$ cat config.mk
export PLATFORM = sky130hd
export DESIGN_NAME = e1_perf_counter_bank
export DESIGN_NICKNAME = d
export VERILOG_FILES = /design/src/rtl/e1pc_pkg.sv /design/src/rtl/e1pc_event_qual.sv /design/src/rtl/e1pc_interval_cnt.sv /design/src/rtl/e1pc_reg_map.sv /design/src/rtl/e1_perf_counter_bank.sv
export SDC_FILE = /design/constraint.sdc
export NUM_CORES = 1
export LEC_CHECK = 0
export CORE_UTILIZATION = 55
export CTS_CLUSTER_DIAMETER = 200
export DETAILED_ROUTE_END_ITERATION = 10
export GPL_TIMING_DRIVEN = 0
export PLACE_DENSITY = 0.78
export SLEW_MARGIN = 20
export SYNTH_ARGS = -nofsm -noshare
export SYNTH_HDL_FRONTEND = slang
export SYNTH_HIERARCHICAL = 1
export SYNTH_SLANG_ARGS = --single-unit
$ cat constraint.sdc
create_clock -name clk -period 2.5 [get_ports clk]
set_clock_uncertainty 0.05 [all_clocks]
set_input_delay 0.5 -clock clk [delete_from_list [all_inputs] [get_ports clk]]
set_output_delay 0.5 -clock clk [all_outputs]
set_load 0.05 [all_outputs]
$ cat src/rtl/e1pc_pkg.sv
package e1pc_pkg;
  localparam int FRAME_W = 4;
  localparam int ADDR_W  = 8;
  localparam int DATA_W  = 8;

  localparam logic [ADDR_W-1:0] A_CRC_HI = 8'h02;
  localparam logic [ADDR_W-1:0] A_CRC_LO = 8'h03;
  localparam logic [ADDR_W-1:0] A_EB_HI  = 8'h04;
  localparam logic [ADDR_W-1:0] A_EB_LO  = 8'h05;

  typedef struct packed {
    logic crc;
    logic ebit;
    logic fas;
  } cnt_evt_t;
endpackage

$ cat src/rtl/e1pc_event_qual.sv
module e1pc_event_qual
  import e1pc_pkg::*;
#(
  parameter int FRAME_BITS = FRAME_W,
  parameter int EB_FRAME_A = 13,
  parameter int EB_FRAME_B = 15
) (
  input  logic                  clk,
  input  logic                  rst,
  input  logic                  crc_vld,
  input  logic                  crc_fail,
  input  logic                  eb_vld,
  input  logic                  eb_bit,
  input  logic [FRAME_BITS-1:0] eb_frame,
  input  logic                  fas_err,
  input  logic                  fas_lost,
  input  logic                  crc_lost,
  input  logic                  cas_lost,
  output cnt_evt_t              evt
);
  localparam logic [FRAME_BITS-1:0] FR_A = FRAME_BITS'(EB_FRAME_A);
  localparam logic [FRAME_BITS-1:0] FR_B = FRAME_BITS'(EB_FRAME_B);

  logic count_ok;
  logic eb_slot;

  // Only framing- and CRC-level loss pause counting; signalling loss is ignored.
  assign count_ok = !(fas_lost || crc_lost);
  assign eb_slot  = (eb_frame == FR_A) || (eb_frame == FR_B);

  always_comb begin
    evt.crc  = count_ok && crc_vld && crc_fail;
    evt.ebit = count_ok && eb_vld && eb_slot && !eb_bit;
    evt.fas  = fas_err;
  end

  AST_GATED_BY_SYNC: assert property (@(posedge clk) disable iff (rst)
    (fas_lost || crc_lost) |-> (!evt.crc && !evt.ebit));
  AST_EBIT_SLOT_ONLY: assert property (@(posedge clk) disable iff (rst)
    evt.ebit |-> ((eb_frame == FR_A) || (eb_frame == FR_B)) && !eb_bit);
  AST_CAS_NOT_GATING: assert property (@(posedge clk) disable iff (rst)
    (cas_lost && !fas_lost && !crc_lost && crc_vld && crc_fail) |-> evt.crc);
endmodule

$ cat src/rtl/e1pc_interval_cnt.sv
module e1pc_interval_cnt #(
  parameter int W        = 10,
  parameter bit SATURATE = 1'b0
) (
  input  logic         clk,
  input  logic         rst,
  input  logic         tick,
  input  logic         inc,
  output logic [W-1:0] held
);
  localparam logic [W-1:0] MAX_V = {W{1'b1}};
  localparam logic [W-1:0] ONE   = W'(1);

  logic [W-1:0] run;
  logic [W-1:0] run_step;

  generate
    if (SATURATE) begin : g_sat
      always_comb run_step = (run == MAX_V) ? run : run + ONE;
    end else begin : g_wrap
      always_comb run_step = run + ONE;
    end
  endgenerate

  always_ff @(posedge clk) begin
    if (rst) begin
      run  <= '0;
      held <= '0;
    end else if (tick) begin
      held <= run;
      run  <= inc ? ONE : '0;
    end else if (inc) begin
      run  <= run_step;
    end
  end

  AST_TICK_LATCH: assert property (@(posedge clk) disable iff (rst)
    tick |=> (held == $past(run)));
  AST_TICK_RESTART: assert property (@(posedge clk) disable iff (rst)
    tick |=> (run == W'($past(inc))));
  AST_HELD_STABLE: assert property (@(posedge clk) disable iff (rst)
    !tick |=> $stable(held));

  generate
    if (SATURATE) begin : g_sat_chk
      AST_NO_OVERFLOW: assert property (@(posedge clk) disable iff (rst)
        (run == MAX_V && !tick) |=> (run == MAX_V));
    end else begin : g_step_chk
      AST_ONE_STEP: assert property (@(posedge clk) disable iff (rst)
        (!tick && inc) |=> (run == $past(run) + ONE));
    end
  endgenerate
endmodule

$ cat src/rtl/e1pc_reg_map.sv
module e1pc_reg_map
  import e1pc_pkg::*;
#(
  parameter int CW = 10,
  parameter int FW = 12
) (
  input  logic              clk,
  input  logic              rst,
  input  logic [ADDR_W-1:0] addr,
  input  logic [CW-1:0]     crc_cnt,
  input  logic [CW-1:0]     eb_cnt,
  input  logic [FW-1:0]     fas_cnt,
  output logic [DATA_W-1:0] rdata
);
  localparam int HI_W   = CW - DATA_W;
  localparam int HALF_F = FW / 2;

  logic in_range;

  always_comb begin
    unique case (addr)
      A_CRC_HI: rdata = {fas_cnt[FW-1:HALF_F], crc_cnt[CW-1:DATA_W]};
      A_CRC_LO: rdata = crc_cnt[DATA_W-1:0];
      A_EB_HI:  rdata = {fas_cnt[HALF_F-1:0], eb_cnt[CW-1:DATA_W]};
      A_EB_LO:  rdata = eb_cnt[DATA_W-1:0];
      default:  rdata = '0;
    endcase
  end

  assign in_range = (addr >= A_CRC_HI) && (addr <= A_EB_LO);

  initial begin
    assert (HI_W + HALF_F == DATA_W);
  end

  AST_OUT_OF_RANGE_ZERO: assert property (@(posedge clk) disable iff (rst)
    !in_range |-> (rdata == '0));
endmodule

$ cat src/rtl/e1_perf_counter_bank.sv
module e1_perf_counter_bank
  import e1pc_pkg::*;
#(
  parameter int CRC_W      = 10,
  parameter int EB_W       = 10,
  parameter int FAS_W      = 12,
  parameter int EB_FRAME_A = 13,
  parameter int EB_FRAME_B = 15
) (
  input  logic               clk,
  input  logic               rst,
  input  logic               crc_chk_valid,
  input  logic               crc_chk_fail,
  input  logic               ebit_valid,
  input  logic               ebit_value,
  input  logic [FRAME_W-1:0] ebit_frame,
  input  logic               fas_word_err,
  input  logic               lost_fas_sync,
  input  logic               lost_crc_sync,
  input  logic               lost_cas_sync,
  input  logic               sec_tick,
  input  logic [ADDR_W-1:0]  rd_addr,
  output logic [DATA_W-1:0]  rd_data
);
  cnt_evt_t          evt;
  logic [CRC_W-1:0]  crc_held;
  logic [EB_W-1:0]   eb_held;
  logic [FAS_W-1:0]  fas_held;

  e1pc_event_qual #(
    .FRAME_BITS(FRAME_W),
    .EB_FRAME_A(EB_FRAME_A),
    .EB_FRAME_B(EB_FRAME_B)
  ) u_qual (
    .clk(clk), .rst(rst),
    .crc_vld(crc_chk_valid), .crc_fail(crc_chk_fail),
    .eb_vld(ebit_valid), .eb_bit(ebit_value), .eb_frame(ebit_frame),
    .fas_err(fas_word_err),
    .fas_lost(lost_fas_sync), .crc_lost(lost_crc_sync), .cas_lost(lost_cas_sync),
    .evt(evt)
  );

  // At most 1000 events per second: the 10-bit tallies never reach a wrap.
  e1pc_interval_cnt #(.W(CRC_W), .SATURATE(1'b0)) u_crc_cnt (
    .clk(clk), .rst(rst), .tick(sec_tick), .inc(evt.crc), .held(crc_held)
  );

  e1pc_interval_cnt #(.W(EB_W), .SATURATE(1'b0)) u_eb_cnt (
    .clk(clk), .rst(rst), .tick(sec_tick), .inc(evt.ebit), .held(eb_held)
  );

  e1pc_interval_cnt #(.W(FAS_W), .SATURATE(1'b1)) u_fas_cnt (
    .clk(clk), .rst(rst), .tick(sec_tick), .inc(evt.fas), .held(fas_held)
  );

  e1pc_reg_map #(.CW(CRC_W), .FW(FAS_W)) u_map (
    .clk(clk), .rst(rst), .addr(rd_addr),
    .crc_cnt(crc_held), .eb_cnt(eb_held), .fas_cnt(fas_held),
    .rdata(rd_data)
  );

  initial begin
    assert (CRC_W == EB_W);
  end
endmodule

==> impl_metrics.py <==
metrics = {
    "final_layout": {
        "design_area_sq_um": 3620,
        "nNetsFinal": 383,
        "antenna_cells": 0,
        "drive_above_1_share": 0.158,
        "syn_to_final_growth_pct": 18.7,
    },
    "floorplanning": {
        "num_rows": 26,
        "design.die.area_sq_um": 5850,
        "core_sq_um": 5240,
        "die_h_um": 76.5,
        "io_pins": 31,
        "start_util": 0.582,
        "dieWidth_um": 76.5,
    },
    "drt": {
        "routed_wirelength_um": 6640,
        "vias": 2485,
        "wl_per_cell_um": 15.4,
        "drtIter0Drc": 149,
        "first_pass_iters": 7,
        "avgViaCountPerCell": 5.77,
        "ant_nets": 0,
        "drc": 0,
    },
    "power": {
        "swShare": 0.220,
        "p_int_mw": 1.56,
        "ir_drop_v": 0.000405,
        "power.share.clock": 0.427,
        "switchingPower_mw": 0.440,
        "power_density_nw_per_um2": 551,
        "p_total_mw": 2.00,
        "combPwrFrac": 0.058,
        "p_leak_nw": 1.40,
        "power.share.sequential": 0.514,
    },
    "cts": {
        "root_buffer": "clkbuf_8",
        "cts_buffers": 9,
        "worstSkewPairLatency_ps": 340,
        "clock_sinks": 64,
        "cts_tree": "done",
        "cts_setup_buffers": 0,
        "cts.path.max_buffers": 2,
        "clkTransAtPathRegs_ps": 70,
        "hold_buffers": 0,
        "htreeDepth": 3,
    },
    "worst_setup_path": {
        "critPathRequiredTime_ps": 1950,
        "worstPathMaxFanout": 8,
        "worstPathArrival_ps": 1880,
        "cp-start-kind": "primary input",
        "criticalPathCategory": "primary input to primary output",
        "crit_path_end_kind": "primary output",
    },
    "timing": {
        "setup_violations": 0,
        "hold_viol": 0,
        "max_freq_mhz": 412,
        "rsz0062_at_grt": "no",
        "tightest_slew_ps": 573,
        "fin_crit_ps": 2430,
        "slew_violations": 0,
        "relSlewSlack": 0.617,
        "fin_crit_sh": 0.970,
    },
    "placed_design": {
        "postPlaceCellArea_sq_um": 3400,
        "hpwl_um": 4800,
        "gp_congestion": 0.819,
        "portBuffers": 26,
    },
    "worst_hold_path": {
        "min_path_type": "primary input to flip-flop",
    },
    "synth": {
        "seq_area_frac_synth": 0.420,
        "synth_edf_count": 0,
        "ys.flop_type": "dfxtp_1",
        "yosysMostFrequentCell": "dfxtp_1",
        "synth_seq_cells": 64,
        "synth_top_cell_area_share": 0.420,
        "ys.warnings.count": 6,
        "yosysTopAreaCell": "dfxtp_1",
        "synthArstFlopShare": 0,
        "syn_nets": 347,
        "synth_area_leaders": "dfxtp_1, mux2i_1, nor2_1, and2_1, o31ai_1",
        "synth_cell_types": 48,
        "yosys-top-cells-count": "dfxtp_1, mux2i_1, nor2_1",
        "synth_area_sq_um": 3050,
        "syn_avg_cell_area_sq_um": 9.50,
        "synthCells": 321,
    },
    "global_routing": {
        "grt_pass1_vias": 2290,
        "antenna_found_initial": 0,
        "grt_usage": 0.242,
        "grt_overflow": 0,
        "grt_max_degree": 16,
        "grt_first_pass_wirelength_um": 11100,
    },
    "outcome": {
        "status": "complete, no violations",
    },
    "job": {
        "drv_cap": 0,
    },
}
cells by family (layout without fill, tap and decap cells):
| logic type | Yosys count | in the layout | share of synthesized area |
|---|---|---|---|
| AO/OA/AOI/OAI | 48 | 48 | 0.110 |
| XOR/XNOR | 9 | 9 | 0.0258 |
| adder cells (fa/ha/maj) | 3 | 3 | 0.0123 |
| buffers and inverters | 24 | 64 | 0.0410 |
| flip-flops | 64 | 64 | 0.420 |
| multiplexers | 51 | 51 | 0.167 |
| AND/OR/NAND/NOR | 122 | 122 | 0.224 |
layer usage:
metal	routed length, um	up-vias	global-route usage
met3	324	8	0.0802
met2	3130	50	0.377
met1	3110	1196	0.315
li1	-	1231	-
met4	76	0	0.0769
met5	0	-	0
cells in the final DEF, fill, tap and decap left out, types with 7 or more instances in the layout:
cell             synthesis  layout
dfxtp_1                 64      64
mux2i_1                 51      51
nor2_1                  49      49
clkdlybuf4s50_1          0      15
a21oi_1                 11      11
clkbuf_8                 0      10
nand2_1                 10      10
nand4_1                  9       9
o31ai_1                  8       8
or4_1                    8       8
o22ai_1                  8       8
clkbuf_1                 7       7
nand3_1                  7       7
power by group through the flow:
stage / registers [mW] / clock network [mW] / logic (mW)
floorplan: 1.05 / 0 / 0.0686
global placement: 1.05 / 0 / 0.116
detailed placement: 1.05 / 0 / 0.118
CTS: 1.03 / 0.874 / 0.117
global route: 1.03 / 0.915 / 0.126
finish: 1.03 / 0.853 / 0.116
final cells by class:
type	count	area [sq um]
clock buffer	11	141
fill	434	1620
clock inverter	4	45.0
sequential	64	1280
buffer	19	106
tap	70	87.6
inverter	4	15.0
timing repair buffer	26	285
multi-input combinational	233	1660
registers in the layout, summed over array words and instances, names as in the netlist:
register        count
u_eb_cnt/run       10
u_crc_cnt/held     10
u_eb_cnt/held      10
u_crc_cnt/run      10
u_fas_cnt/held     12
u_fas_cnt/run      12
worst max-delay path: stages:
cell	delay [ps]
clkdlybuf4s50_1	390
or4_4	420
nor2_4	210
and2_4	200
buf_8	140
through the flow:
step	std cells	worst slack (ps)	hold slack (ps)	TNS, ps	utilization
final	431	74.4	408	0	0.691
after global routing	431	8.73	429	0	0.691
after CTS	432	51.5	393	0	0.692
after detailed placement	417	-673	421	-5630	0.649
after global placement	417	-660	420	-5270	0.649
after floorplan	321	360	402	0	-
what timing repair did:
action | 4_1_cts | 5_1_grt
resized for setup | 69 | 1
setup endpoints to repair | 8 | 8
endpoints found under the hold margin | 0 | 0
pin swaps | 7 | 1
final timing paths:
kind	startpoint	to	slack (ps)	cells after the start
min	fas_word_err	u_fas_cnt/run[1]$_SDFFE_PP0P_	410	3
min reg2reg	u_crc_cnt/run[9]$_SDFFE_PP0P_	u_crc_cnt/run[9]$_SDFFE_PP0P_	430	2
max reg2reg	u_fas_cnt/run[0]$_SDFFE_PP0P_	u_fas_cnt/run[7]$_SDFFE_PP0P_	640	5
max	rd_addr[4]	rd_data[4]	70	5
Note: power is estimated with default switching activity, not from simulation.
